**src/rtl/cyc_timer_pkg.sv**
```systemverilog
package cyc_timer_pkg;

    localparam int MODE_W = 3;
    localparam int EN_BIT = 0;

    localparam logic [15:0] LATCH_BASE_DEF = 16'hE000;
    localparam logic [15:0] RELOAD_ADDR_DEF = 16'hF000;
    localparam logic [15:0] CTRL_ADDR_DEF = 16'hF001;

    // Portion of the counter that is watched for a firing
    typedef enum logic [1:0] {
        SPAN_ZERO = 2'd0,
        SPAN_TOP1 = 2'd1,
        SPAN_TOP2 = 2'd2,
        SPAN_TOP3 = 2'd3
    } span_e;

    function automatic span_e mode_to_span(input logic [MODE_W-1:0] mode);
        span_e s;
        case (mode)
            3'd0:       s = SPAN_ZERO;
            3'd1:       s = SPAN_TOP1;
            3'd2, 3'd3: s = SPAN_TOP2;
            default:    s = SPAN_TOP3;
        endcase
        return s;
    endfunction

endpackage

```
**src/rtl/cyc_wr_decode.sv**
```systemverilog
module cyc_wr_decode #(
    parameter int          ADDR_W      = 16,
    parameter int          NIBBLES     = 4,
    parameter logic [15:0] LATCH_BASE  = 16'hE000,
    parameter logic [15:0] RELOAD_ADDR = 16'hF000,
    parameter logic [15:0] CTRL_ADDR   = 16'hF001
) (
    input  logic              wr_en,
    input  logic [ADDR_W-1:0] wr_addr,
    output logic [NIBBLES-1:0] nib_we,
    output logic              reload_we,
    output logic              ctrl_we
);

    for (genvar i = 0; i < NIBBLES; i++) begin : g_nib
        localparam logic [ADDR_W-1:0] SLOT = ADDR_W'(LATCH_BASE) + ADDR_W'(i);
        assign nib_we[i] = wr_en && (wr_addr == SLOT);
    end

    assign reload_we = wr_en && (wr_addr == ADDR_W'(RELOAD_ADDR));
    assign ctrl_we   = wr_en && (wr_addr == ADDR_W'(CTRL_ADDR));

endmodule

```
**src/rtl/cyc_reload_latch.sv**
```systemverilog
module cyc_reload_latch #(
    parameter int CNT_W = 16,
    parameter int NIB_W = 4,
    localparam int NIBBLES = CNT_W / NIB_W
) (
    input  logic               clk,
    input  logic               rst_n,
    input  logic [NIBBLES-1:0] nib_we,
    input  logic [NIB_W-1:0]   nib_data,
    output logic [CNT_W-1:0]   latch_q
);

    logic [CNT_W-1:0] latch_d;

    always_comb begin
        latch_d = latch_q;
        for (int i = 0; i < NIBBLES; i++) begin
            if (nib_we[i]) begin
                latch_d[i*NIB_W +: NIB_W] = nib_data;
            end
        end
    end

    always_ff @(posedge clk) begin
        if (!rst_n) begin
            latch_q <= '1;
        end else begin
            latch_q <= latch_d;
        end
    end

endmodule

```
**src/rtl/cyc_fire_detect.sv**
```systemverilog
module cyc_fire_detect
    import cyc_timer_pkg::*;
#(
    parameter int CNT_W = 16,
    parameter int NIB_W = 4
) (
    input  logic [CNT_W-1:0]  cnt_old,
    input  logic [CNT_W-1:0]  cnt_new,
    input  logic [MODE_W-1:0] mode,
    output logic              hit
);

    localparam logic [CNT_W-1:0] ALL_ONES = {CNT_W{1'b1}};
    localparam logic [CNT_W-1:0] MASK_TOP1 = ~(ALL_ONES >> NIB_W);
    localparam logic [CNT_W-1:0] MASK_TOP2 = ~(ALL_ONES >> (2 * NIB_W));
    localparam logic [CNT_W-1:0] MASK_TOP3 = ~(ALL_ONES >> (3 * NIB_W));

    logic [CNT_W-1:0] flipped;

    always_comb begin
        flipped = cnt_old ^ cnt_new;
        case (mode_to_span(mode))
            SPAN_ZERO: hit = (cnt_new == '0);
            SPAN_TOP1: hit = |(flipped & MASK_TOP1);
            SPAN_TOP2: hit = |(flipped & MASK_TOP2);
            default:   hit = |(flipped & MASK_TOP3);
        endcase
    end

endmodule

```
**src/rtl/cyc_count_core.sv**
```systemverilog
module cyc_count_core
    import cyc_timer_pkg::*;
#(
    parameter int CNT_W = 16,
    parameter int NIB_W = 4
) (
    input  logic             clk,
    input  logic             rst_n,
    input  logic             tick,
    input  logic             reload_we,
    input  logic             ctrl_we,
    input  logic [NIB_W-1:0] ctrl_data,
    input  logic [CNT_W-1:0] latch_q,
    output logic [CNT_W-1:0] cnt_q,
    output logic             en_q,
    output logic             irq_o
);

    typedef struct packed {
        logic [CNT_W-1:0]  cnt;
        logic              en;
        logic [MODE_W-1:0] mode;
        logic              irq;
    } core_t;

    core_t st_d, st_q;
    logic [CNT_W-1:0] cnt_dec;
    logic step_ok, span_hit, fire;

    assign cnt_dec = st_q.cnt - CNT_W'(1);

    cyc_fire_detect #(
        .CNT_W(CNT_W),
        .NIB_W(NIB_W)
    ) fire_i (
        .cnt_old(st_q.cnt),
        .cnt_new(cnt_dec),
        .mode   (st_q.mode),
        .hit    (span_hit)
    );

    always_comb begin
        st_d    = st_q;
        step_ok = tick && st_q.en && (st_q.cnt != '0) && !reload_we;
        fire    = step_ok && span_hit;

        if (reload_we) begin
            st_d.cnt = latch_q;
        end else if (step_ok) begin
            st_d.cnt = fire ? '0 : cnt_dec;
        end

        if (fire) begin
            st_d.en  = 1'b0;
            st_d.irq = 1'b1;
        end

        if (ctrl_we) begin
            st_d.en   = ctrl_data[EN_BIT];
            st_d.mode = ctrl_data[MODE_W:1];
            st_d.irq  = 1'b0;
        end
    end

    always_ff @(posedge clk) begin
        if (!rst_n) begin
            st_q.cnt  <= '1;
            st_q.en   <= 1'b0;
            st_q.mode <= '0;
            st_q.irq  <= 1'b0;
        end else begin
            st_q <= st_d;
        end
    end

    assign cnt_q = st_q.cnt;
    assign en_q  = st_q.en;
    assign irq_o = st_q.irq;

endmodule

```
**src/rtl/cyc_irq_timer.sv**
```systemverilog
module cyc_irq_timer
    import cyc_timer_pkg::*;
#(
    parameter int          CNT_W       = 16,
    parameter int          NIB_W       = 4,
    parameter int          ADDR_W      = 16,
    parameter logic [15:0] LATCH_BASE  = LATCH_BASE_DEF,
    parameter logic [15:0] RELOAD_ADDR = RELOAD_ADDR_DEF,
    parameter logic [15:0] CTRL_ADDR   = CTRL_ADDR_DEF
) (
    input  logic              clk,
    input  logic              rst_n,
    input  logic              wr_en,
    input  logic [ADDR_W-1:0] wr_addr,
    input  logic [NIB_W-1:0]  wr_data,
    input  logic              cpu_tick,
    output logic              irq_o
);

    localparam int NIBBLES = CNT_W / NIB_W;

    logic [NIBBLES-1:0] nib_we;
    logic               reload_we;
    logic               ctrl_we;
    logic [CNT_W-1:0]   latch_q;
    logic [CNT_W-1:0]   cnt_q;
    logic               en_q;

    cyc_wr_decode #(
        .ADDR_W     (ADDR_W),
        .NIBBLES    (NIBBLES),
        .LATCH_BASE (LATCH_BASE),
        .RELOAD_ADDR(RELOAD_ADDR),
        .CTRL_ADDR  (CTRL_ADDR)
    ) dec_i (
        .wr_en    (wr_en),
        .wr_addr  (wr_addr),
        .nib_we   (nib_we),
        .reload_we(reload_we),
        .ctrl_we  (ctrl_we)
    );

    cyc_reload_latch #(
        .CNT_W(CNT_W),
        .NIB_W(NIB_W)
    ) latch_i (
        .clk     (clk),
        .rst_n   (rst_n),
        .nib_we  (nib_we),
        .nib_data(wr_data),
        .latch_q (latch_q)
    );

    cyc_count_core #(
        .CNT_W(CNT_W),
        .NIB_W(NIB_W)
    ) core_i (
        .clk      (clk),
        .rst_n    (rst_n),
        .tick     (cpu_tick),
        .reload_we(reload_we),
        .ctrl_we  (ctrl_we),
        .ctrl_data(wr_data),
        .latch_q  (latch_q),
        .cnt_q    (cnt_q),
        .en_q     (en_q),
        .irq_o    (irq_o)
    );

endmodule

```
**config.mk**
```make
export PLATFORM = sky130hd
export DESIGN_NAME = cyc_irq_timer
export DESIGN_NICKNAME = d
export VERILOG_FILES = /design/src/rtl/cyc_timer_pkg.sv /design/src/rtl/cyc_wr_decode.sv /design/src/rtl/cyc_reload_latch.sv /design/src/rtl/cyc_fire_detect.sv /design/src/rtl/cyc_count_core.sv /design/src/rtl/cyc_irq_timer.sv
export SDC_FILE = /design/constraint.sdc
export NUM_CORES = 1
export LEC_CHECK = 0
export ABC_AREA = 1
export BUFFER_PORTS_ARGS = -buffer_cell sky130_fd_sc_hd__buf_4
export CAP_MARGIN = 20
export CELL_PAD_IN_SITES_DETAIL_PLACEMENT = 0
export CELL_PAD_IN_SITES_GLOBAL_PLACEMENT = 1
export CORE_ASPECT_RATIO = 0.5
export CORE_MARGIN = 2
export CORE_UTILIZATION = 35
export DETAILED_ROUTE_END_ITERATION = 16
export PLACE_DENSITY = 0.71
export SLEW_MARGIN = 20
export SYNTH_ARGS = -nofsm -noshare
export SYNTH_HDL_FRONTEND = slang
export SYNTH_SLANG_ARGS = --single-unit
```
**constraint.sdc**
```tcl
create_clock -name clk -period 5.2 [get_ports clk]
set_input_delay 0 -clock clk [delete_from_list [all_inputs] [get_ports clk]]
set_output_delay 0 -clock clk [all_outputs]
set_load 0.005 [all_outputs]
```
==> out/metrics.yaml <==
status: "finished clean"
grt_pass1_wl_um: 9680
grt_antenna_before_repair: 0
r2r_cells: 15
routed-wl-met3_um: 350
port_buffers: 24
synthCells: 327
seqPwrFrac_pct: 42.7
drc_errors: 0
synth-seq-area-share_pct: 33.7
synth.avg_cell_area_um2: 6.72
synth_top_area_share_pct: 33.7
wirelength_um: 6020
drt_pre_antenna_iters: 4
fp.dieW_um: 116
layout.nets: 379
relSlewSlack_pct: 74.4
crit_start: "core_i.cnt_q[0]$_SDFFE_PN1P_"
max_freq_mhz: 446
worst_pin_slew_ns: 0.380
cts_made_buffers: 5
whs_ns: 0.0118
final_max_slew_viol_count: 0
dp_hpwl_um: 4550
period_share_pct: 43.1
place.gp.congestion: 0.868
ys_seq_elements: 37
overflow: 0
routedWlPerCell_um: 13.6
crit_path_end_kind: "flip-flop"
rsz0062_at_grt: "false"
synthTopCellsByArea: "dfxtp_1, nand2_1, o211ai_1, inv_1, nand3_1"
rr_endpoint: "core_i.cnt_q[1]$_SDFFE_PN1P_"
cts.sinks: 37
pwr-share-comb_pct: 3.9
layout_min_cycle_time_ns: 2.24
die_y_um: 60.0
layout_commonest_cell: "nand2_1"
cts_setup_buffers: 0
h-tree-depth: 2
static-leakage-power_nw: 1.24
yosysUniqueCellTypes: 28
irDropWorstVdd_v: 0.000102
pwr_density_cell_nw_per_um2: 253
synth_nets: 354
fillers: 611
r2r_slack_ns: 2.96
ioPinCount: 25
mostFrequentLayoutCells: "nand2_1, inv_1, dfxtp_1"
grt_pass1_vias: 1970
met1Wirelength_um: 3120
coreArea_um2: 6080
drt-vias-per-instance: 4.88
wl_met2_um: 2480
ys_warn_count: 0
initial_utilization_pct: 36.2
grt_start_max_net_pins: 38
antenna_cells: 0
intPower_w: 0.000524
totalPowerFinal_w: 0.000664
setup_viol: 0
cts_root_buf: "clkbuf_16"
critPathCapture: "core_i.cnt_q[1]$_SDFFE_PN1P_"
pwr-share-clk_pct: 53.4
worstSkewPairLatency_ns: 0.29
cp_data_arrival_time_ns: 2.45
hold_violations: 0
worstPathRequired_ns: 5.41
syn_area_um2: 2200
critPathKind: "flip-flop to flip-flop"
dp_cells: 432
r2r_start: "core_i.cnt_q[0]$_SDFFE_PN1P_"
drive_gt1_share_pct: 16.1
drtIter0Drc: 125
fin_area_um2: 2620
drv_cap: 0
top_layer_used: "met4"
rows: 20
syn2layout_area_growth_pct: 19.2
grt_use_total_pct: 18.8
cts_tree: "yes"
hold_path.class: "primary input to flip-flop"
path_max_fanout: 12
power.switching_w: 0.000139
antenna_left: 0
max-clock-path-buffers: 2
worstSetupStartpointType: "flip-flop"
final.setup.tns_ns: 0
clk_pin_slew_ns: 0.06
multiInputGateArea_um2: 1230
routed-via-count: 2154
place_area_um2: 2440
synth_top_cell_by_area: "dfxtp_1"
finClkSkew_ns: 0.00676
fp.dieArea_um2: 6970
p_sw_share_pct: 21.0
instances_no_fill: 441
register_area_um2: 741
-- synth_stat cells, drive strengths merged --
library cell,instances
nand3,32
o21ai,17
a21oi,7
nor4,3
nand4,2
xor2,2
buf,3
nand3b,1
o21bai,7
clkbuf,4
dfxtp,37
nand2,96
clkinv,1
nor2,38
inv,46
ha,3
nor3,5
o211ai,23
-- state kept, by name (all words and copies together) (netlist names) --
name	count
core_i.en_q	1
core_i.st_q	3
core_i.cnt_q	16
core_i.irq_o	1
latch_i.latch_q	16
-- cell type report --
class,instances,share of cell area [%]
clock buffer,6,4.92
clock inverter,2,1.48
inverter,47,7.06
multi-input combinational,236,46.8
sequential,37,28.3
tap,88,4.20
timing repair buffer,25,7.26
-- power by group through the flow --
stage	logic (W)	clock network (W)	registers, W
floorplan	0.00000900	0	0.000290
finish	0.0000261	0.000354	0.000283
global route	0.0000287	0.000370	0.000283
global placement	0.0000254	0	0.000290
CTS	0.0000263	0.000356	0.000283
detailed placement	0.0000257	0	0.000290
-- critical path, stage by stage, from the launching register on --
cell and delay [ns]:
dfxtp_1 0.40, inv_2 0.09, ha_1 0.26, nand2_2 0.14
clkinv_2 0.12, nand2_1 0.11, nand2_1 0.05, nand2_1 0.08
nor2_1 0.05, nand2_1 0.08, nor2_1 0.05, nand3_1 0.07
nand2_1 0.06, nand2_2 0.24, nand2_2 0.19, o21bai_1 0.17
-- stage by stage --
step                worst slack, ns  util, %
detailed placement             3.03     40.2
finish                         2.96     43.1
global placement               3.06     40.2
CTS                            3.01     43.1
global route                   2.72     43.1
floorplan                      3.45        -
-- logic make-up (layout without fill, tap and decap cells) --
group	count (synthesis)	after routing	synth area share [%]
AO/OA/AOI/OAI	54	54	15.9
flip-flops	37	37	33.7
adder cells (fa/ha/maj)	3	3	1.71
XOR/XNOR	2	2	0.797
AND/OR/NAND/NOR	177	177	37.5
buffers and inverters	54	80	10.5
-- worst min path at each step --
stage                     slack (ns)  cells after the start       start                           to
final                           0.01                      3  wr_data[0]     core_i.en_q$_SDFFE_PN0P_
after global routing            0.02                      3  wr_data[0]     core_i.en_q$_SDFFE_PN0P_
after CTS                       0.01                      3  wr_data[0]     core_i.en_q$_SDFFE_PN0P_
after detailed placement        0.29                      3  wr_data[1]  core_i.st_q[1]$_SDFFE_PN0P_
after global placement          0.27                      3  wr_data[1]  core_i.st_q[1]$_SDFFE_PN0P_
after floorplan                 0.17                      2  wr_data[1]  core_i.st_q[1]$_SDFFE_PN0P_
-- routing by layer --
layer / up-vias / track usage (%)
li1: 1115 / -
met1: 964 / 26.6
met2: 66 / 29.1
met3: 9 / 3.85
met4: 0 / 5.78
met5: - / 0
-- timing repair --
| action | 4_1_cts | 5_1_grt |
|---|---|---|
| setup endpoints to repair | 0 | 0 |
| hold endpoints to repair | 1 | 0 |
| hold buffers | 1 | 0 |
| gates resized for setup | 0 | 0 |
Power figures use the tool's default switching activity.
